### config.mk
export PLATFORM = sky130hd
export DESIGN_NAME = sdi_chain_reader
export DESIGN_NICKNAME = d
export VERILOG_FILES = /design/src/rtl/sdi_chain_pkg.sv /design/src/rtl/sdi_shift_engine.sv /design/src/rtl/sdi_frame_check.sv /design/src/rtl/sdi_chain_reader.sv
export SDC_FILE = /design/constraint.sdc
export NUM_CORES = 1
export LEC_CHECK = 0
export CAP_MARGIN = 20
export CORE_MARGIN = 5
export CORE_UTILIZATION = 45
export CTS_BUF_LIST = sky130_fd_sc_hd__clkbuf_4
export CTS_CLUSTER_SIZE = 14
export DETAILED_ROUTE_END_ITERATION = 8
export GPL_ROUTABILITY_DRIVEN = 0
export PLACE_DENSITY = 0.69
export SYNTH_ARGS = -nofsm -noshare
export SYNTH_HDL_FRONTEND = slang
export SYNTH_HIERARCHICAL = 1
export SYNTH_SLANG_ARGS = --single-unit
export TNS_END_PERCENT = 30
### constraint.sdc
create_clock -name clk -period 4.3 [get_ports clk]
set_clock_uncertainty 0.15 [all_clocks]
set_input_delay 0.86 -clock clk [delete_from_list [all_inputs] [get_ports clk]]
set_output_delay 0.86 -clock clk [all_outputs]
set_load 0.05 [all_outputs]
### src/rtl/sdi_chain_pkg.sv
package sdi_chain_pkg;

    // Per-device diagnostic result
    typedef struct packed {
        logic crc_err;
        logic over_temp;
        logic uv_alarm;
        logic uv_warn;
        logic fault;
        logic valid;
    } dev_diag_t;

    typedef enum logic [1:0] {
        ENG_IDLE,
        ENG_SHIFT,
        ENG_FINISH
    } eng_state_e;

    localparam logic [4:0] CRC5_POLY = 5'h15;  // x^5 + x^4 + x^2 + 1

    // Bit-serial CRC-5 over one byte, MSB first, zero seed
    function automatic logic [4:0] crc5_byte(input logic [7:0] data);
        logic [4:0] c;
        logic       fb;
        c = '0;
        for (int b = 7; b >= 0; b--) begin
            fb = c[4] ^ data[b];
            c  = {c[3:0], 1'b0};
            if (fb) c = c ^ CRC5_POLY;
        end
        return c;
    endfunction

endpackage

### src/rtl/sdi_shift_engine.sv
module sdi_shift_engine
    import sdi_chain_pkg::*;
#(
    parameter int N_DEV   = 2,
    parameter int CLK_DIV = 2
) (
    input  logic                        clk,
    input  logic                        rst,
    input  logic                        start,
    input  logic                        wide_mode,
    input  logic                        miso,
    output logic                        cs_n,
    output logic                        sclk,
    output logic                        accept,
    output logic                        finish,
    output logic                        wide_q,
    output logic [2*N_DEV-1:0][7:0]     rx_bytes
);
    localparam int NBYTES = 2 * N_DEV;
    localparam int BITW   = $clog2(NBYTES * 8 + 1);
    localparam int DIVW   = (CLK_DIV > 1) ? $clog2(CLK_DIV) : 1;
    localparam logic [BITW-1:0] LAST_LONG  = BITW'(NBYTES * 8 - 1);
    localparam logic [BITW-1:0] LAST_SHORT = BITW'(N_DEV * 8 - 1);
    localparam logic [DIVW-1:0] DIV_END    = DIVW'(CLK_DIV - 1);

    eng_state_e      state;
    logic [DIVW-1:0] div_cnt;
    logic [BITW-1:0] bit_cnt;
    logic [6:0]      shreg;
    logic [BITW-1:0] last_bit;

    assign last_bit = wide_q ? LAST_LONG : LAST_SHORT;
    assign accept   = start && (state == ENG_IDLE);
    assign finish   = (state == ENG_FINISH);

    always_ff @(posedge clk) begin
        if (rst) begin
            state    <= ENG_IDLE;
            cs_n     <= 1'b1;
            sclk     <= 1'b0;
            div_cnt  <= '0;
            bit_cnt  <= '0;
            shreg    <= '0;
            wide_q   <= 1'b0;
            rx_bytes <= '0;
        end else begin
            case (state)
                ENG_IDLE: begin
                    if (start) begin
                        state   <= ENG_SHIFT;
                        cs_n    <= 1'b0;
                        sclk    <= 1'b0;
                        div_cnt <= '0;
                        bit_cnt <= '0;
                        wide_q  <= wide_mode;
                    end
                end
                ENG_SHIFT: begin
                    if (div_cnt == DIV_END) begin
                        div_cnt <= '0;
                        sclk    <= ~sclk;
                        if (!sclk) begin
                            // rising edge: capture one bit
                            shreg <= {shreg[5:0], miso};
                            if (bit_cnt[2:0] == 3'd7)
                                rx_bytes[bit_cnt[BITW-1:3]] <= {shreg, miso};
                        end else begin
                            // falling edge: advance or close the burst
                            if (bit_cnt == last_bit) state <= ENG_FINISH;
                            else                     bit_cnt <= bit_cnt + 1'b1;
                        end
                    end else begin
                        div_cnt <= div_cnt + 1'b1;
                    end
                end
                ENG_FINISH: begin
                    cs_n  <= 1'b1;
                    state <= ENG_IDLE;
                end
                default: state <= ENG_IDLE;
            endcase
        end
    end
endmodule

### src/rtl/sdi_frame_check.sv
module sdi_frame_check
    import sdi_chain_pkg::*;
(
    input  logic       wide,
    input  logic       ign_uv,
    input  logic       fault_pin,
    input  logic [7:0] data_byte,
    input  logic [7:0] status_byte,
    output dev_diag_t  diag
);
    logic [4:0] crc_calc;

    assign crc_calc = crc5_byte(data_byte);

    always_comb begin
        diag.crc_err   = wide && (status_byte[7:3] != crc_calc);
        diag.over_temp = wide && status_byte[1];
        diag.uv_alarm  = wide && !ign_uv && !status_byte[2];
        diag.uv_warn   = wide && !ign_uv && !status_byte[0];
        diag.fault     = !ign_uv && fault_pin;
        diag.valid     = !(diag.crc_err || diag.over_temp ||
                           diag.uv_alarm || diag.fault);
    end
endmodule

### src/rtl/sdi_chain_reader.sv
module sdi_chain_reader
    import sdi_chain_pkg::*;
#(
    parameter int N_DEV   = 2,
    parameter int CLK_DIV = 2,
    parameter int FAULT_W = N_DEV
) (
    input  logic                 clk,
    input  logic                 rst,
    input  logic                 start,
    input  logic                 wide_mode,
    input  logic                 ignore_uv,
    input  logic [FAULT_W-1:0]   fault_in,
    input  logic                 spi_miso,
    output logic                 spi_sclk,
    output logic                 spi_cs_n,
    output logic [N_DEV*8-1:0]   in_bits,
    output logic [N_DEV-1:0]     dev_valid,
    output logic [N_DEV-1:0]     crc_err,
    output logic [N_DEV-1:0]     over_temp,
    output logic [N_DEV-1:0]     uv_alarm,
    output logic [N_DEV-1:0]     uv_warn,
    output logic [N_DEV-1:0]     fault_flag,
    output logic                 done
);
    logic                     accept;
    logic                     finish;
    logic                     wide_q;
    logic                     ign_q;
    logic [2*N_DEV-1:0][7:0]  rx_bytes;
    logic [N_DEV-1:0][7:0]    data_w;
    dev_diag_t                diag [N_DEV];

    sdi_shift_engine #(
        .N_DEV   (N_DEV),
        .CLK_DIV (CLK_DIV)
    ) u_engine (
        .clk       (clk),
        .rst       (rst),
        .start     (start),
        .wide_mode (wide_mode),
        .miso      (spi_miso),
        .cs_n      (spi_cs_n),
        .sclk      (spi_sclk),
        .accept    (accept),
        .finish    (finish),
        .wide_q    (wide_q),
        .rx_bytes  (rx_bytes)
    );

    always_ff @(posedge clk) begin
        if (rst)         ign_q <= 1'b0;
        else if (accept) ign_q <= ignore_uv;
    end

    for (genvar i = 0; i < N_DEV; i++) begin : g_dev
        logic pin;
        if (FAULT_W == 1) begin : g_shared
            assign pin = fault_in[0];
        end else begin : g_each
            assign pin = fault_in[i];
        end

        assign data_w[i] = wide_q ? rx_bytes[2*i] : rx_bytes[i];

        sdi_frame_check u_check (
            .wide        (wide_q),
            .ign_uv      (ign_q),
            .fault_pin   (pin),
            .data_byte   (data_w[i]),
            .status_byte (rx_bytes[2*i+1]),
            .diag        (diag[i])
        );
    end

    // Result bank: every output commits together with done
    always_ff @(posedge clk) begin
        if (rst) begin
            in_bits    <= '0;
            dev_valid  <= '0;
            crc_err    <= '0;
            over_temp  <= '0;
            uv_alarm   <= '0;
            uv_warn    <= '0;
            fault_flag <= '0;
            done       <= 1'b0;
        end else begin
            done <= finish;
            if (finish) begin
                for (int i = 0; i < N_DEV; i++) begin
                    in_bits[8*i +: 8] <= data_w[i];
                    dev_valid[i]      <= diag[i].valid;
                    crc_err[i]        <= diag[i].crc_err;
                    over_temp[i]      <= diag[i].over_temp;
                    uv_alarm[i]       <= diag[i].uv_alarm;
                    uv_warn[i]        <= diag[i].uv_warn;
                    fault_flag[i]     <= diag[i].fault;
                end
            end
        end
    end
endmodule

* After elaboration in Yosys (flattened, before gate mapping)
Index checks and enable logic that the tools add are counted.
** Word-level totals
- Flip-flop bits (word level) :: 81
- Bits in latches :: 0
- Memory bits (writable) :: 0
- Bits in read-only memories :: 0
- Output and inout bits :: 31
- Memories kept :: 0
** Cells by class
- Add/sub/neg operators :: 2
- Multiply operators :: 0
- Divide/modulo/power cells :: 0
- Magnitude comparators :: 2
- Equal/unequal tests :: 11
- Shift-type cells :: 0
- Mux-type cells :: 37
- Bitwise gates (word level) :: 29
- Reductions and logical operators :: 37
** Operators by type and width (number)
- two-way mux 5 bit :: 17
- inverter 3 bit :: 14
- bitwise mux 32 bit :: 1
- two-way mux 6 bit :: 4
- demux 8 bit (select 2 bit) :: 1
- two-way mux 8 bit :: 2
- XOR 1 bit :: 14
- logical AND 1 bit :: 13
- one-hot mux 6 bit (2 select lines) :: 1
- inequality test 5 bit :: 2
- two-way mux 2 bit :: 4
- AND reduction 4 bit :: 2
- logical NOT 1 bit :: 7
- adder 6 x 1 -> 6 bit, second input constant :: 1
- equality test 6 bit :: 1
- logical OR 1 bit :: 6
- inequality test 2 x 1 -> 1 bit, second input constant :: 3
- one-hot mux 1 bit (2 select lines) :: 3
- AND reduction 2 bit :: 3
- AND reduction 3 bit :: 2
- AND reduction 5 bit :: 1
- inequality test 2 bit, second input constant :: 2
- one-hot mux 2 bit (2 select lines) :: 1
- nonzero test 2 bit :: 2
- 9 further kinds :: 11

* Logic depth before layout (Yosys ltp)
- Depth after elaboration :: 22
- Mapped depth :: 8

* Cells and area by module
The synthesis kept the hierarchy.
** By module, submodules not included
- sdi_shift_engine :: times used 1, cells an instance 198, area each 2015.7 sq um
- sdi_chain_reader :: times used 1, cells an instance 105, area each 1209.9 sq um
- sdi_frame_check :: times used 2, cells an instance 26, area each 302.8 sq um

* Least setup slack after synthesis
No wires, ideal clock.
- Path kind :: flip-flop to flip-flop
- Start :: register u_engine.wide_q
- End :: register crc_err[1]
- Arrival :: 2398 ps
- Data required time :: 4033 ps
- Setup slack :: 1635 ps
- Cell stages (with the launch flop) :: 9
- Path buffers :: 1
- Period minus slack after synthesis :: 2665 ps
- Path through :: dfxtp_1 > buf_6 > mux2_4 > xnor2_1 > xnor3_1 > mux2i_1 > o41a_2 > mux2i_1 > nor2_1
** RTL lines
- start: declaration :: RTL line sdi_shift_engine.sv:16 : output logic wide_q,
- start signal: assignment :: RTL line sdi_shift_engine.sv:55 : wide_q <= wide_mode;
- end signal: indexed assignment :: RTL line sdi_chain_reader.sv:93 : crc_err[i] <= diag[i].crc_err;
- end: declaration :: RTL line sdi_chain_reader.sv:19 : output logic [N_DEV-1:0] crc_err,

==> reports/metrics.yaml <==
run_status: "complete, no violations"
placeableCoreArea_um2: 8260
r2r_depth: 7
grt_max_degree: 72
wire_per_inst_um: 14.8
grt_antenna_before_repair: 1
achievable-frequency_mhz: 326
antenna_left: 0
worstPathArrival_ns: 3.23
global_route_met1_utilization_pct: 20.8
post_synth_main_area_contributors: "dfxtp_1 42%, mux2i_1 16%, nor2_1 6.7%"
place_inst: 481
pwr_density_cell_nw_per_um2: 304
postCtsResizedCells: 0
worstPathBufferInverterCount: 0
most_used_cell_cp: "mux2i_1"
drive_above_1_share_pct: 14.0
r2r-end: "crc_err[1]$_SDFFE_PP0P_"
power_mw: 1.34
fin_ws_ns: 1.23
final_design_area_no_fill_um2: 4400
first_iter_violations: 106
most_common_cell_after_layout_fill_and_taps_aside: "dfxtp_1"
worstSetupStartpoint: "u_engine/wide_q$_SDFFE_PP0P_"
drcViolationCount: 0
grt_pass1_vias: 2541
worst_slew_pin_slew_ns: 0.957
cts-root-to-sink-buffers: 2
hp-start: "u_engine/cs_n$_SDFFE_PP1P_"
cts_bufs_inserted: 9
cp-start-kind: "register"
pre_cts_setup_slack_ns: 1.22
die_height_um: 102
busiest_layer: "met2"
grt_pass1_wl_um: 12500
global_route.overflow_total: 0
grt_util_all_layers_pct: 15.3
synthDominantAreaCellType: "dfxtp_1"
yosysUniqueCellTypes: 47
setup_cp_type: "register to register"
crit-reg2reg-launch: "u_engine/wide_q$_SDFFE_PP0P_"
cts_sinks: 81
postCtsSetupBuffers: 0
placed_area_um2: 4230
detailed_place_hpwl_um: 5210
dr.pass1.iters: 6
via_cell_ratio: 5.17
cp_slowest_cell: "dfxtp_1"
route.vias.total: 2573
ys_seq_area_share_pct: 42.3
critPathCaptureType: "register"
clock_insertion_delay_worst_skew_ns: 0.44
synth.net_count: 365
met3_usage_pct: 3.96
layout_common_cells: "81 x dfxtp_1, 68 x nor2_1, 63 x mux2i_1, 37 x clkdlybuf4s50_1, 11 x xnor2_1"
syn_avg_cell_area_um2: 10.8
critPathRequiredTime_ns: 4.46
initial_core_utilization_pct: 46.4
finalCritPeriodShare_pct: 71.4
clock_tree_from_tritoncts: "built"
synth_cells: 355
critPathTopFamily: "flip-flops"
reg2reg_slack_ns: 1.23
relSlewSlack_pct: 36.0
boundaryPins: 39
syn_to_final_growth_pct: 14.9
routed_wirelength_um: 7390
grt_util_met2_pct: 23.4
floorplan.die_area_um2: 10500
cp.depth: 7
holdCritPathClass: "register to register"
synth_largest_type_area_fraction_pct: 42.3
post_synth_edffs: 0
grt_setup_unrepaired: "false"
finalSetupViolCount: 0
drv.max_cap_violation_count: 0
yosys_register_bits: 81
yosysWarningCount: 6
fin_cells: 498
cts_hold_buf: 0
worst_path_largest_cell_delay_ns: 0.90
number_of_failing_hold_endpoints_at_the_final_stage: 0
synthesis.area_um2: 3830
synth_async_sr_flop_share_pct: 0
cts-root-buf: "clkbuf_4"
timing.critical_path.cells: "mux2_4 -> xnor2_1 -> xnor3_1 -> mux2i_1 -> o41a_2 -> mux2i_1 -> nor2_1"
nets: 397
totalNegativeSetupSlack_ns: 0
htree_num_levels: 3
row_count: 33
ir_drop_mv: 0.141
worst_setup_path_endpoint: "crc_err[1]$_SDFFE_PP0P_"
p_leak_nw: 1.82
die_width_um: 102
final_period_minus_worst_setup_slack_ns: 3.07
worstPathMaxFanout: 20
port-buffer-count: 38
report.final.slew_viol_count: 0
synth_top_flop_cell: "dfxtp_1"
cts.clk_slew.worst_paths_ns: 0.13
cells in the mapped netlist (all sizes together), types with 3 or more instances:
master  number
a21oi        4
a31oi        3
and2         5
and3         4
buf         13
clkbuf       5
dfxtp       81
inv          3
mux2         9
mux2i       63
nand2        3
nand3        4
nor2        68
nor2b        7
nor3b        7
o21a         8
o21ai        3
o21ba        8
or2          3
xnor2       11
xnor3        6
xor2        10
xor3         4
worst min path at each step:
stage / slack [ns] / end / cells past startpoint
3_5_place_dp: 0.32 / u_engine/cs_n$_SDFFE_PP1P_ / 2
2_1_floorplan: 0.31 / u_engine/rx_bytes[24]$_SDFFE_PP0P_ / 2
4_1_cts: 0.33 / u_engine/cs_n$_SDFFE_PP1P_ / 2
6_report: 0.33 / u_engine/cs_n$_SDFFE_PP1P_ / 2
5_1_grt: 0.36 / u_engine/cs_n$_SDFFE_PP1P_ / 2
3_3_place_gp: 0.31 / u_engine/cs_n$_SDFFE_PP1P_ / 2
where the power goes:
group / internal, mW / switching, mW / total, mW
logic: 0.0245 / 0.0284 / 0.0529
registers: 0.754 / 0.00901 / 0.763
clock network: 0.243 / 0.280 / 0.523
total: 1.02 / 0.317 / 1.34
registers in the layout, indices dropped and copies added, names as in the netlist:
name	count
fault_flag	2
uv_warn	2
u_engine/rx_bytes	32
u_engine/bit_cnt	6
u_engine/shreg	7
in_bits	16
ign_q	1
uv_alarm	2
u_engine/div_cnt	1
crc_err	2
u_engine/state	2
over_temp	2
u_engine/sclk	1
u_engine/wide_q	1
done	1
u_engine/cs_n	1
dev_valid	2
tightest hold or removal path: cells and delay by family, from the launching register on:
kind	cells	cell delay (ns)
flops	1	0.33
compound gates	1	0.07
buf+inv	1	0.05
layout make-up:
cell class / count / area [µm²]
timing repair buffer: 39 / 383
tap: 105 / 131
inverter: 3 / 11.3
multi-input combinational: 253 / 2080
antenna: 1 / 2.50
fill: 740 / 3850
clock inverter: 7 / 103
sequential: 81 / 1620
clock buffer: 9 / 67.6
routing by layer:
| metal | wire, µm | up-vias | part of all wire, % |
|---|---|---|---|
| li1 | - | 1301 | - |
| met1 | 3640 | 1224 | 49 |
| met2 | 3420 | 42 | 46 |
| met3 | 237 | 6 | 3.2 |
| met4 | 89 | 0 | 1.2 |
| met5 | 0 | - | 0 |
through the flow:
stage	hold slack, ns	util [%]
finish	0.334	53.3
global route	0.364	53.3
CTS	0.333	53.3
detailed placement	0.319	51.2
global placement	0.314	51.2
floorplan	0.312	-
cells by family after synthesis:
logic type	synth area share, %
muxes	19.9
AOI/OAI and AO/OA	8.30
DFF	42.3
xor gates and xnor gates	11.1
buffers and inverters	3.49
and+or+nand+nor	14.2
adders and majority gates	0.653
(Power assumes the default switching activity.)
